### config.mk
export PLATFORM = sky130hd
export DESIGN_NAME = audclk_div
export DESIGN_NICKNAME = d
export VERILOG_FILES = /design/src/rtl/audclk_pkg.sv /design/src/rtl/audclk_bit_ctrl.sv /design/src/rtl/audclk_frame_div.sv /design/src/rtl/audclk_div.sv
export SDC_FILE = /design/constraint.sdc
export NUM_CORES = 1
export LEC_CHECK = 0
export ABC_CLOCK_PERIOD_IN_PS = 3100
export BUFFER_PORTS_ARGS = -buffer_cell sky130_fd_sc_hd__buf_2
export CORE_ASPECT_RATIO = 0.9
export CORE_MARGIN = 4
export CORE_UTILIZATION = 45
export CTS_BUF_LIST = sky130_fd_sc_hd__clkbuf_4
export DETAILED_ROUTE_END_ITERATION = 6
export SLEW_MARGIN = 20
export SYNTH_ARGS = -nofsm -noshare
export SYNTH_HDL_FRONTEND = slang
export SYNTH_SLANG_ARGS = --single-unit
### constraint.sdc
create_clock -name mclk -period 3.1 [get_ports mclk]
set_input_delay 0.155 -clock mclk [delete_from_list [all_inputs] [get_ports mclk]]
set_output_delay 0.155 -clock mclk [all_outputs]
set_load 0.005 [all_outputs]
### src/rtl/audclk_pkg.sv
package audclk_pkg;

  // Strobes from the bit-clock control to the frame dividers.
  typedef struct packed {
    logic halt;     // generation disabled this cycle
    logic start;    // first cycle of generation: load fields, restart
    logic run;      // steady-state generation
    logic bitTick;  // last master cycle of a bit period
  } clkStrobes_t;

endpackage

### src/rtl/audclk_bit_ctrl.sv
module audclk_bit_ctrl
  import audclk_pkg::*;
#(
  parameter int DIV_W = 8
) (
  input  logic             clk,
  input  logic             rst_n,
  input  logic             masterEn,
  input  logic [DIV_W-1:0] divField,
  input  logic             txWrap,
  output clkStrobes_t      strobes,
  output logic             bclkOut,
  output logic             riseOut,
  output logic             fallOut
);

  localparam int EXT_W = DIV_W + 1;

  logic             runQ;
  logic [DIV_W-1:0] mcntQ;
  logic [DIV_W-1:0] shadowQ;
  logic             bclkQ, riseQ, fallQ;
  logic [EXT_W-1:0] mcntInc;
  logic [EXT_W-1:0] hiLen;
  logic             tick;

  // ratio minus one, with the minimum ratio forced to 2
  function automatic logic [DIV_W-1:0] effM1(input logic [DIV_W-1:0] f);
    return (f == '0) ? DIV_W'(1) : f;
  endfunction

  // high-phase length = ceil((m1+1)/2)
  function automatic logic [EXT_W-1:0] highOf(input logic [DIV_W-1:0] m1);
    return ({1'b0, m1} + EXT_W'(2)) >> 1;
  endfunction

  assign mcntInc = {1'b0, mcntQ} + EXT_W'(1);
  assign hiLen   = highOf(shadowQ);
  assign tick    = runQ && masterEn && (mcntQ == shadowQ);

  assign strobes.halt    = !masterEn;
  assign strobes.start   = masterEn && !runQ;
  assign strobes.run     = runQ && masterEn;
  assign strobes.bitTick = tick;

  always_ff @(posedge clk) begin
    if (!rst_n) begin
      runQ    <= 1'b0;
      mcntQ   <= '0;
      shadowQ <= DIV_W'(1);
      bclkQ   <= 1'b0;
      riseQ   <= 1'b0;
      fallQ   <= 1'b0;
    end else if (!masterEn) begin
      runQ  <= 1'b0;
      mcntQ <= '0;
      bclkQ <= 1'b0;
      riseQ <= 1'b0;
      fallQ <= 1'b0;
    end else if (!runQ) begin
      runQ    <= 1'b1;
      shadowQ <= effM1(divField);
      mcntQ   <= '0;
      bclkQ   <= 1'b1;
      riseQ   <= 1'b1;
      fallQ   <= 1'b0;
    end else if (tick) begin
      mcntQ <= '0;
      bclkQ <= 1'b1;
      riseQ <= 1'b1;
      fallQ <= 1'b0;
      if (txWrap) shadowQ <= effM1(divField);
    end else begin
      mcntQ <= mcntInc[DIV_W-1:0];
      bclkQ <= (mcntInc < hiLen);
      riseQ <= 1'b0;
      fallQ <= (mcntInc == hiLen);
    end
  end

  assign bclkOut = bclkQ;
  assign riseOut = riseQ;
  assign fallOut = fallQ;

  a_r4_rise_one_wide: assert property (@(posedge clk) disable iff (!rst_n)
    riseQ |=> !riseQ);
  a_r4_rise_in_high: assert property (@(posedge clk) disable iff (!rst_n)
    riseQ |-> bclkQ);
  a_r4_fall_in_low: assert property (@(posedge clk) disable iff (!rst_n)
    fallQ |-> !bclkQ);
  a_r3_rise_marks_edge: assert property (@(posedge clk) disable iff (!rst_n)
    $rose(bclkQ) |-> riseQ);
  a_r7_idle_outputs: assert property (@(posedge clk) disable iff (!rst_n)
    !masterEn |=> (!bclkQ && !riseQ && !fallQ));
  a_r8_ratio_held: assert property (@(posedge clk) disable iff (!rst_n)
    (runQ && masterEn && !txWrap) |=> $stable(shadowQ));
  a_r2_count_bound: assert property (@(posedge clk) disable iff (!rst_n)
    mcntQ <= shadowQ);

endmodule

### src/rtl/audclk_frame_div.sv
module audclk_frame_div
  import audclk_pkg::*;
#(
  parameter int DIV_W = 8
) (
  input  logic             clk,
  input  logic             rst_n,
  input  clkStrobes_t      strobes,
  input  logic [DIV_W-1:0] frameField,
  output logic             fsOut,
  output logic             wrap
);

  localparam int EXT_W = DIV_W + 1;

  logic [DIV_W-1:0] cntQ;
  logic [DIV_W-1:0] shadowQ;
  logic             fsQ;
  logic [EXT_W-1:0] cntInc;
  logic [EXT_W-1:0] halfLen;

  assign cntInc  = {1'b0, cntQ} + EXT_W'(1);
  assign halfLen = ({1'b0, shadowQ} + EXT_W'(2)) >> 1;
  assign wrap    = strobes.run && strobes.bitTick && (cntQ == shadowQ);

  always_ff @(posedge clk) begin
    if (!rst_n) begin
      cntQ    <= '0;
      shadowQ <= '0;
      fsQ     <= 1'b0;
    end else if (strobes.halt) begin
      cntQ <= '0;
      fsQ  <= 1'b0;
    end else if (strobes.start) begin
      shadowQ <= frameField;
      cntQ    <= '0;
      fsQ     <= 1'b0;
    end else if (strobes.run && strobes.bitTick) begin
      if (cntQ == shadowQ) begin
        cntQ    <= '0;
        shadowQ <= frameField;
        fsQ     <= 1'b0;
      end else begin
        cntQ <= cntInc[DIV_W-1:0];
        fsQ  <= (cntInc >= halfLen);
      end
    end
  end

  assign fsOut = fsQ;

  a_r7_fs_idle: assert property (@(posedge clk) disable iff (!rst_n)
    strobes.halt |=> !fsQ);
  a_r5_fs_low_new_frame: assert property (@(posedge clk) disable iff (!rst_n)
    wrap |=> !fsQ);
  a_r5_fs_moves_on_bit: assert property (@(posedge clk) disable iff (!rst_n)
    !$stable(fsQ) |-> $past(strobes.bitTick || strobes.halt));
  a_r8_length_held: assert property (@(posedge clk) disable iff (!rst_n)
    (strobes.run && !wrap) |=> $stable(shadowQ));

endmodule

### src/rtl/audclk_div.sv
module audclk_div
  import audclk_pkg::*;
#(
  parameter int DIV_W = 8
) (
  input  logic             mclk,
  input  logic             rst_n,
  input  logic             masterEn,
  input  logic [DIV_W-1:0] bclkDivM1,
  input  logic [DIV_W-1:0] txFrameM1,
  input  logic [DIV_W-1:0] rxFrameM1,
  output logic             bclk,
  output logic             txFs,
  output logic             rxFs,
  output logic             bclkRise,
  output logic             bclkFall
);

  localparam int N_SIDES = 2;  // 0 = transmit, 1 = receive

  clkStrobes_t      strobes;
  logic [DIV_W-1:0] frameFields [N_SIDES];
  logic             fsVec       [N_SIDES];
  logic             wrapVec     [N_SIDES];

  assign frameFields[0] = txFrameM1;
  assign frameFields[1] = rxFrameM1;

  audclk_bit_ctrl #(.DIV_W(DIV_W)) ctrl_i (
    .clk      (mclk),
    .rst_n    (rst_n),
    .masterEn (masterEn),
    .divField (bclkDivM1),
    .txWrap   (wrapVec[0]),
    .strobes  (strobes),
    .bclkOut  (bclk),
    .riseOut  (bclkRise),
    .fallOut  (bclkFall)
  );

  for (genvar s = 0; s < N_SIDES; s++) begin : g_side
    audclk_frame_div #(.DIV_W(DIV_W)) frame_i (
      .clk        (mclk),
      .rst_n      (rst_n),
      .strobes    (strobes),
      .frameField (frameFields[s]),
      .fsOut      (fsVec[s]),
      .wrap       (wrapVec[s])
    );
  end

  assign txFs = fsVec[0];
  assign rxFs = fsVec[1];

endmodule

==> results.yml, run 1 <==
detailed_routing:
  drt-initial-drc-count: 133
  drt_wl_total_mm: 9.97
  avgRoutedWirePerCell_um: 15.3
  vias: 3598
  detail_route.vias_per_cell: 5.54
  ant_nets: 0
  dr.pass1.iters: 4
  drc: 0
floorplan:
  top_level_ports: 32
  rows: 32
  core_area_um2: 8610
  initial_core_util: 0.465
  die-area_um2: 10500
  die_w_um: 107
  die-height_um: 97.4
worst_setup_path:
  critPathBufInv: 0
  critPathCapture: "g_side[1].frame_i.fsOut"
  critPathLaunchType: "flop"
  crit_chain: "ha_1, nand3_1, or2_2, xnor2_1, ha_1, a21oi_1, nand2_1, a221o_1, o211ai_1, a21oi_1"
  regToRegSetupSlack_ns: 0.44
  r2r-end: "g_side[1].frame_i.fsOut"
  rr_worst_depth: 10
  critPathRequiredTime_ns: 3.35
  cp_num_cells: 10
  crit_fanout: 7
  cp.arrival_ns: 2.91
  startpoint: "g_side[1].frame_i.cntQ[0]"
  critPathSlowestCell: "dfxtp_1"
  worstSetupEndpointType: "flop"
  crit_path_max_incr_delay_ns: 0.47
  cp_top_family: "compound AO/OA/AOI/OAI gates"
  worstReg2RegStart: "g_side[1].frame_i.cntQ[0]"
  worstSetupPathType: "flop to flop"
logic_synthesis:
  syn-num-nets: 578
  ys_seq_area_frac: 0.270
  yosys_warnings: 0
  syn_avg_cell_area_um2: 7.68
  ys_seq_elements: 54
  syn_area_um2: 4000
  synthDistinctLibCells: 40
  syn_inst: 521
layout:
  syn_to_final_growth_pct: 7.01
  final_cell_mix: "74 x nand2_1, 54 x dfxtp_1, 39 x and3_1"
  layout_commonest_cell: "nand2_1"
  nNetsFinal: 587
  drive_above_1_share: 0.102
  diodes: 0
  final_util: 0.497
pwr:
  leakagePower_nw: 1.88
  p_per_area_nw_per_um2: 341
  peakVddDrop_uv: 173
clock_tree:
  cts_buffers: 5
  cts_setup_buffers: 0
  cts_resized: 0
  clkTransAtPathRegs_ns: 0.17
  cts_tree: "yes"
  clkSinkCount: 54
  hold_buffers: 0
  htreeDepth: 2
  clk_latency_ns: 0.38
  root_buffer: "clkbuf_4"
  clk_path_buf_depth: 2
placed_design:
  port_buffers: 31
  hpwl_mm: 7.26
  place_congestion: 0.887
grt:
  first_global_vias: 3442
  grt.total_usage: 0.195
  grt_pass1_wl_mm: 17.0
  antenna_found_initial: 0
  grt_max_degree: 50
  grt_overflow: 0
min_path:
  hp-class: "input port to flop"
timing:
  setup_tns_ns: 0
  hold_violations: 0
  slew_viol_final: 0
  clock_skew_ns: 0.0201
  period_share: 0.859
  rsz0062_at_grt: "false"
  clock.fmax_ghz: 0.375
  slew_headroom: 0.475
  setup_viol: 0
  fin_crit_ns: 2.66
  tightest_slew_ns: 0.788
run:
  maxCapViolCount: 0
status:
  status: "finished, final reports clean"
## flip-flops by register name, indices dropped and copies added (netlist names)
| name | cells |
|---|---|
| ctrl_i.runQ | 1 |
| ctrl_i.shadowQ | 8 |
| g_side.frame_i.shadowQ | 16 |
| g_side.frame_i.fsOut | 2 |
| ctrl_i.mcntQ | 8 |
| ctrl_i.bclkOut | 1 |
| ctrl_i.fallOut | 1 |
| g_side.frame_i.cntQ | 16 |
| ctrl_i.riseOut | 1 |
## area by class of cell
cell class,count,area [µm²]
Fill cell,884,4330
Multi-Input combinational cell,402,2650
Sequential cell,54,1080
Timing Repair Buffer,38,208
Tap cell,119,149
Inverter,29,109
Clock inverter,3,47.5
Clock buffer,5,37.5
## power breakdown
part / switching [mW] / internal (mW) / total, mW
registers: 0.0368 / 0.720 / 0.757
clock network: 0.248 / 0.175 / 0.423
logic: 0.165 / 0.115 / 0.280
total: 0.450 / 1.01 / 1.46
## worst register-to-register path, delay by kind of cell, from the launching register on
| family | cells | cell delay [ns] |
|---|---|---|
| fa+ha+maj | 2 | 0.58 |
| simple gates | 3 | 0.65 |
| xor+xnor | 1 | 0.14 |
| compound gates | 4 | 0.72 |
| flops | 1 | 0.47 |
## cell families (layout without fill, tap and decap cells)
| group | after synthesis | after routing | synth area share |
|---|---|---|---|
| flops | 54 | 54 | 0.270 |
| fa+ha+maj | 30 | 30 | 0.0938 |
| xor+xnor | 57 | 57 | 0.125 |
| buf+inv | 65 | 75 | 0.0676 |
| compound gates | 96 | 96 | 0.167 |
| simple gates | 219 | 219 | 0.277 |
## metrics by stage
stage          area, µm²  hold WS, ns  std cells  setup slack, ns  power (mW)
4_1_cts             4280       0.0485        650            0.434        1.48
5_1_grt             4280       0.0521        650            0.204        1.54
3_3_place_gp        4200        0.437        642            0.514        1.05
6_report            4280       0.0521        650            0.436        1.46
2_1_floorplan       4000        0.338        521            0.657       0.969
3_5_place_dp        4200        0.441        642            0.463        1.05
## cells in the mapped netlist
cell	instances	area (µm²)
a21o_1	1	7.51
a21oi_1	27	135
a221o_1	25	250
buf_6	2	22.5
nor4_1	2	12.5
nor2b_1	3	18.8
or4_1	1	7.51
nand2b_1	1	6.26
o22ai_1	23	144
xnor2_1	26	228
dfxtp_1	54	1080
nand4_2	1	12.5
and4_1	3	26.3
nand4_1	4	25.0
nor3_1	13	65.1
nor4_2	5	62.6
nor2_1	30	113
o21ai_0	10	50.1
inv_1	28	105
clkbuf_1	27	101
o21ai_1	1	5.00
a2111oi_0	2	17.5
or3_1	2	12.5
ha_1	30	375
nand4b_1	3	26.3
or2_2	1	6.26
a2111o_1	1	11.3
o311ai_0	1	8.76
o211ai_1	1	7.51
nand3_1	35	175
clkinv_1	1	3.75
nand2_1	74	278
buf_4	1	7.51
and3_1	39	244
nand3b_1	2	15.0
a31oi_1	2	12.5
xor2_1	31	272
buf_2	6	30.0
o31a_1	1	8.76
a21bo_2	1	10.0
## metal layers
metal  wire length [µm]  vias to the layer above  part of all wire  track usage
li1                   -                     1875                 -            -
met1               5130                     1666              0.52        0.288
met2               4450                       53              0.45        0.302
met3                332                        4             0.033       0.0319
met4                 51                        0            0.0051       0.0311
met5                  0                        -                 0            0
## how the worst min path moves through the flow
stage                            startpoint                       to  depth (start not counted)
CTS                            bclkDivM1[0]        ctrl_i.shadowQ[0]                          3
floorplan                      bclkDivM1[0]        ctrl_i.shadowQ[0]                          2
detailed placement  g_side[1].frame_i.fsOut  g_side[1].frame_i.fsOut                          2
finish                         bclkDivM1[0]        ctrl_i.shadowQ[0]                          3
global route                   bclkDivM1[0]        ctrl_i.shadowQ[0]                          3
global placement    g_side[1].frame_i.fsOut  g_side[1].frame_i.fsOut                          2
No activity file was read; power rests on OpenSTA's default activity.
==> run 2, diff against run 1 <==
--- a/config.mk
+++ b/config.mk
@@ -5,13 +5,14 @@
 export SDC_FILE = /design/constraint.sdc
 export NUM_CORES = 1
 export LEC_CHECK = 0
-export ABC_CLOCK_PERIOD_IN_PS = 3100
+export ABC_CLOCK_PERIOD_IN_PS = 3220
 export BUFFER_PORTS_ARGS = -buffer_cell sky130_fd_sc_hd__buf_2
 export CORE_ASPECT_RATIO = 0.9
 export CORE_MARGIN = 4
-export CORE_UTILIZATION = 45
+export CORE_UTILIZATION = 60
 export CTS_BUF_LIST = sky130_fd_sc_hd__clkbuf_4
 export DETAILED_ROUTE_END_ITERATION = 6
+export PLACE_DENSITY = 0.8
 export SLEW_MARGIN = 20
 export SYNTH_ARGS = -nofsm -noshare
 export SYNTH_HDL_FRONTEND = slang
==> constraint.sdc (replaced) <==
create_clock -name mclk -period 3.22 [get_ports mclk]
set_input_delay 0.161 -clock mclk [delete_from_list [all_inputs] [get_ports mclk]]
set_output_delay 0.161 -clock mclk [all_outputs]
set_load 0.005 [all_outputs]
==> results.yml, run 2 (same netlist as run 1, synthesis figures left out) <==
status:
  status: "finished, final reports clean"
worst_setup_path:
  critPathSlowestCell: "dfxtp_1"
  regToRegSetupSlack_ns: 0.55
  crit_chain: "ha_1, nand3_1, or2_2, xnor2_1, ha_1, a21oi_1, nand2_1, a221o_1, o211ai_1, a21oi_1"
  r2r-end: "g_side[1].frame_i.fsOut"
  startpoint: "g_side[1].frame_i.cntQ[0]"
  cp.arrival_ns: 2.95
  critPathRequiredTime_ns: 3.50
  worstReg2RegStart: "g_side[1].frame_i.cntQ[0]"
  worstSetupEndpointType: "flop"
  rr_worst_depth: 10
  worstSetupPathType: "flop to flop"
  crit_path_max_incr_delay_ns: 0.47
  critPathLaunchType: "flop"
  critPathCapture: "g_side[1].frame_i.fsOut"
  crit_fanout: 7
layout:
  reg_top3: "g_side.frame_i.cntQ x16, g_side.frame_i.shadowQ x16"
  regArea_um2: 1080
  num-fill-cells: 533
  layout_commonest_cell: "nand2_1"
  stdcell_area_um2: 4210
  nNetsFinal: 585
  drive_above_1_share: 0.0983
  syn_to_final_growth_pct: 5.16
  final_cell_mix: "74 x nand2_1, 54 x dfxtp_1, 39 x and3_1"
  multiInputGateArea_um2: 2650
timing:
  tightest_slew_ns: 0.737
  setup_viol: 0
  period_share: 0.830
  rsz0062_at_grt: "false"
  fin_crit_ns: 2.67
  hold_violations: 0
  clock_skew_ns: 0.0163
  clock.fmax_ghz: 0.374
  slew_viol_final: 0
  setup_tns_ns: 0
  slew_headroom: 0.508
  timing.final.ws_setup_ns: 0.548
clock_tree:
  clkTransAtPathRegs_ns: 0.17
  clk_path_buf_depth: 2
  cts_resized: 0
  root_buffer: "clkbuf_4"
  clkSinkCount: 54
  hold_buffers: 0
  cts_tree: "yes"
  cts_setup_buffers: 0
  cts_buffers: 5
  clk_latency_ns: 0.40
  htreeDepth: 2
placed_design:
  post_dp_cell_area_um2: 4140
  port_buffers: 31
  hpwl_mm: 6.83
  pre_cts_ws_ns: 0.576
  place_congestion: 0.952
floorplan:
  top_level_ports: 32
  rows: 27
  die_w_um: 94.1
  initial_core_util: 0.637
  die-area_um2: 8040
  die-height_um: 85.5
  core_area_um2: 6280
pwr:
  p_per_area_nw_per_um2: 315
  leakagePower_nw: 1.86
  peakVddDrop_uv: 189
grt:
  antenna_found_initial: 1
  grt.total_usage: 0.245
  grt_max_degree: 51
  grt_pass1_wl_mm: 16.3
  first_global_vias: 3431
  grt_overflow: 0
detailed_routing:
  drt-initial-drc-count: 214
  ant_nets: 0
  vias: 3732
  drc: 0
  drt_wl_total_mm: 9.48
  detail_route.vias_per_cell: 6.05
  avgRoutedWirePerCell_um: 15.4
  dr.pass1.iters: 5
min_path:
  hp-class: "input port to flop"
run:
  maxCapViolCount: 0
## run 2: cell count changes in the layout (fill, tap and decap cells not counted)
cell / change
buf_4: -2
bufinv_16: -1
clkinv_4: +2
diode_2: +1
inv_6: -1
## run 2: area by class of cell
cell class / count / share of cell area
multi-input combinational: 402 / 0.630
clock buffer: 5 / 0.00892
antenna: 1 / 0.000595
timing repair buffer: 36 / 0.0458
inverter: 29 / 0.0259
clock inverter: 3 / 0.00625
tap: 87 / 0.0259
sequential: 54 / 0.257
## run 2: stage by stage
stage / hold WS (ns) / power, mW / utilization / cells
2_1_floorplan: 0.344 / 0.932 / - / 521
3_3_place_gp: 0.432 / 0.998 / 0.659 / 608
3_5_place_dp: 0.444 / 1.00 / 0.659 / 608
4_1_cts: 0.0343 / 1.33 / 0.669 / 616
5_1_grt: 0.0672 / 1.40 / 0.669 / 616
6_report: 0.0408 / 1.33 / 0.669 / 617
## run 2: routing by layer
layer,vias up,GRT usage,share of wire
met5,-,0,0
met4,0,0.0748,0.015
li1,1874,-,-
met2,137,0.382,0.46
met3,17,0.0461,0.070
met1,1704,0.340,0.46
## run 2: how the worst min path moves through the flow
stage                       startpoint                 endpoint  cells after the start
2_1_floorplan             bclkDivM1[0]        ctrl_i.shadowQ[0]                      2
3_3_place_gp              bclkDivM1[0]        ctrl_i.shadowQ[0]                      3
3_5_place_dp   g_side[1].frame_i.fsOut  g_side[1].frame_i.fsOut                      2
4_1_cts                   bclkDivM1[0]        ctrl_i.shadowQ[0]                      3
5_1_grt                   bclkDivM1[0]        ctrl_i.shadowQ[0]                      3
6_report                  bclkDivM1[0]        ctrl_i.shadowQ[0]                      3
## run 2: worst max-delay path: cells and delay by family (launching register included)
family | cells | cell delay, ns
fa+ha+maj | 2 | 0.57
flops | 1 | 0.47
simple gates | 3 | 0.66
compound gates | 4 | 0.72
xor+xnor | 1 | 0.14
## run 2: where the power goes
group	total [mW]	switching (mW)	internal, mW
Sequential	0.728	0.0343	0.693
Combinational	0.265	0.156	0.109
Clock	0.334	0.244	0.0899
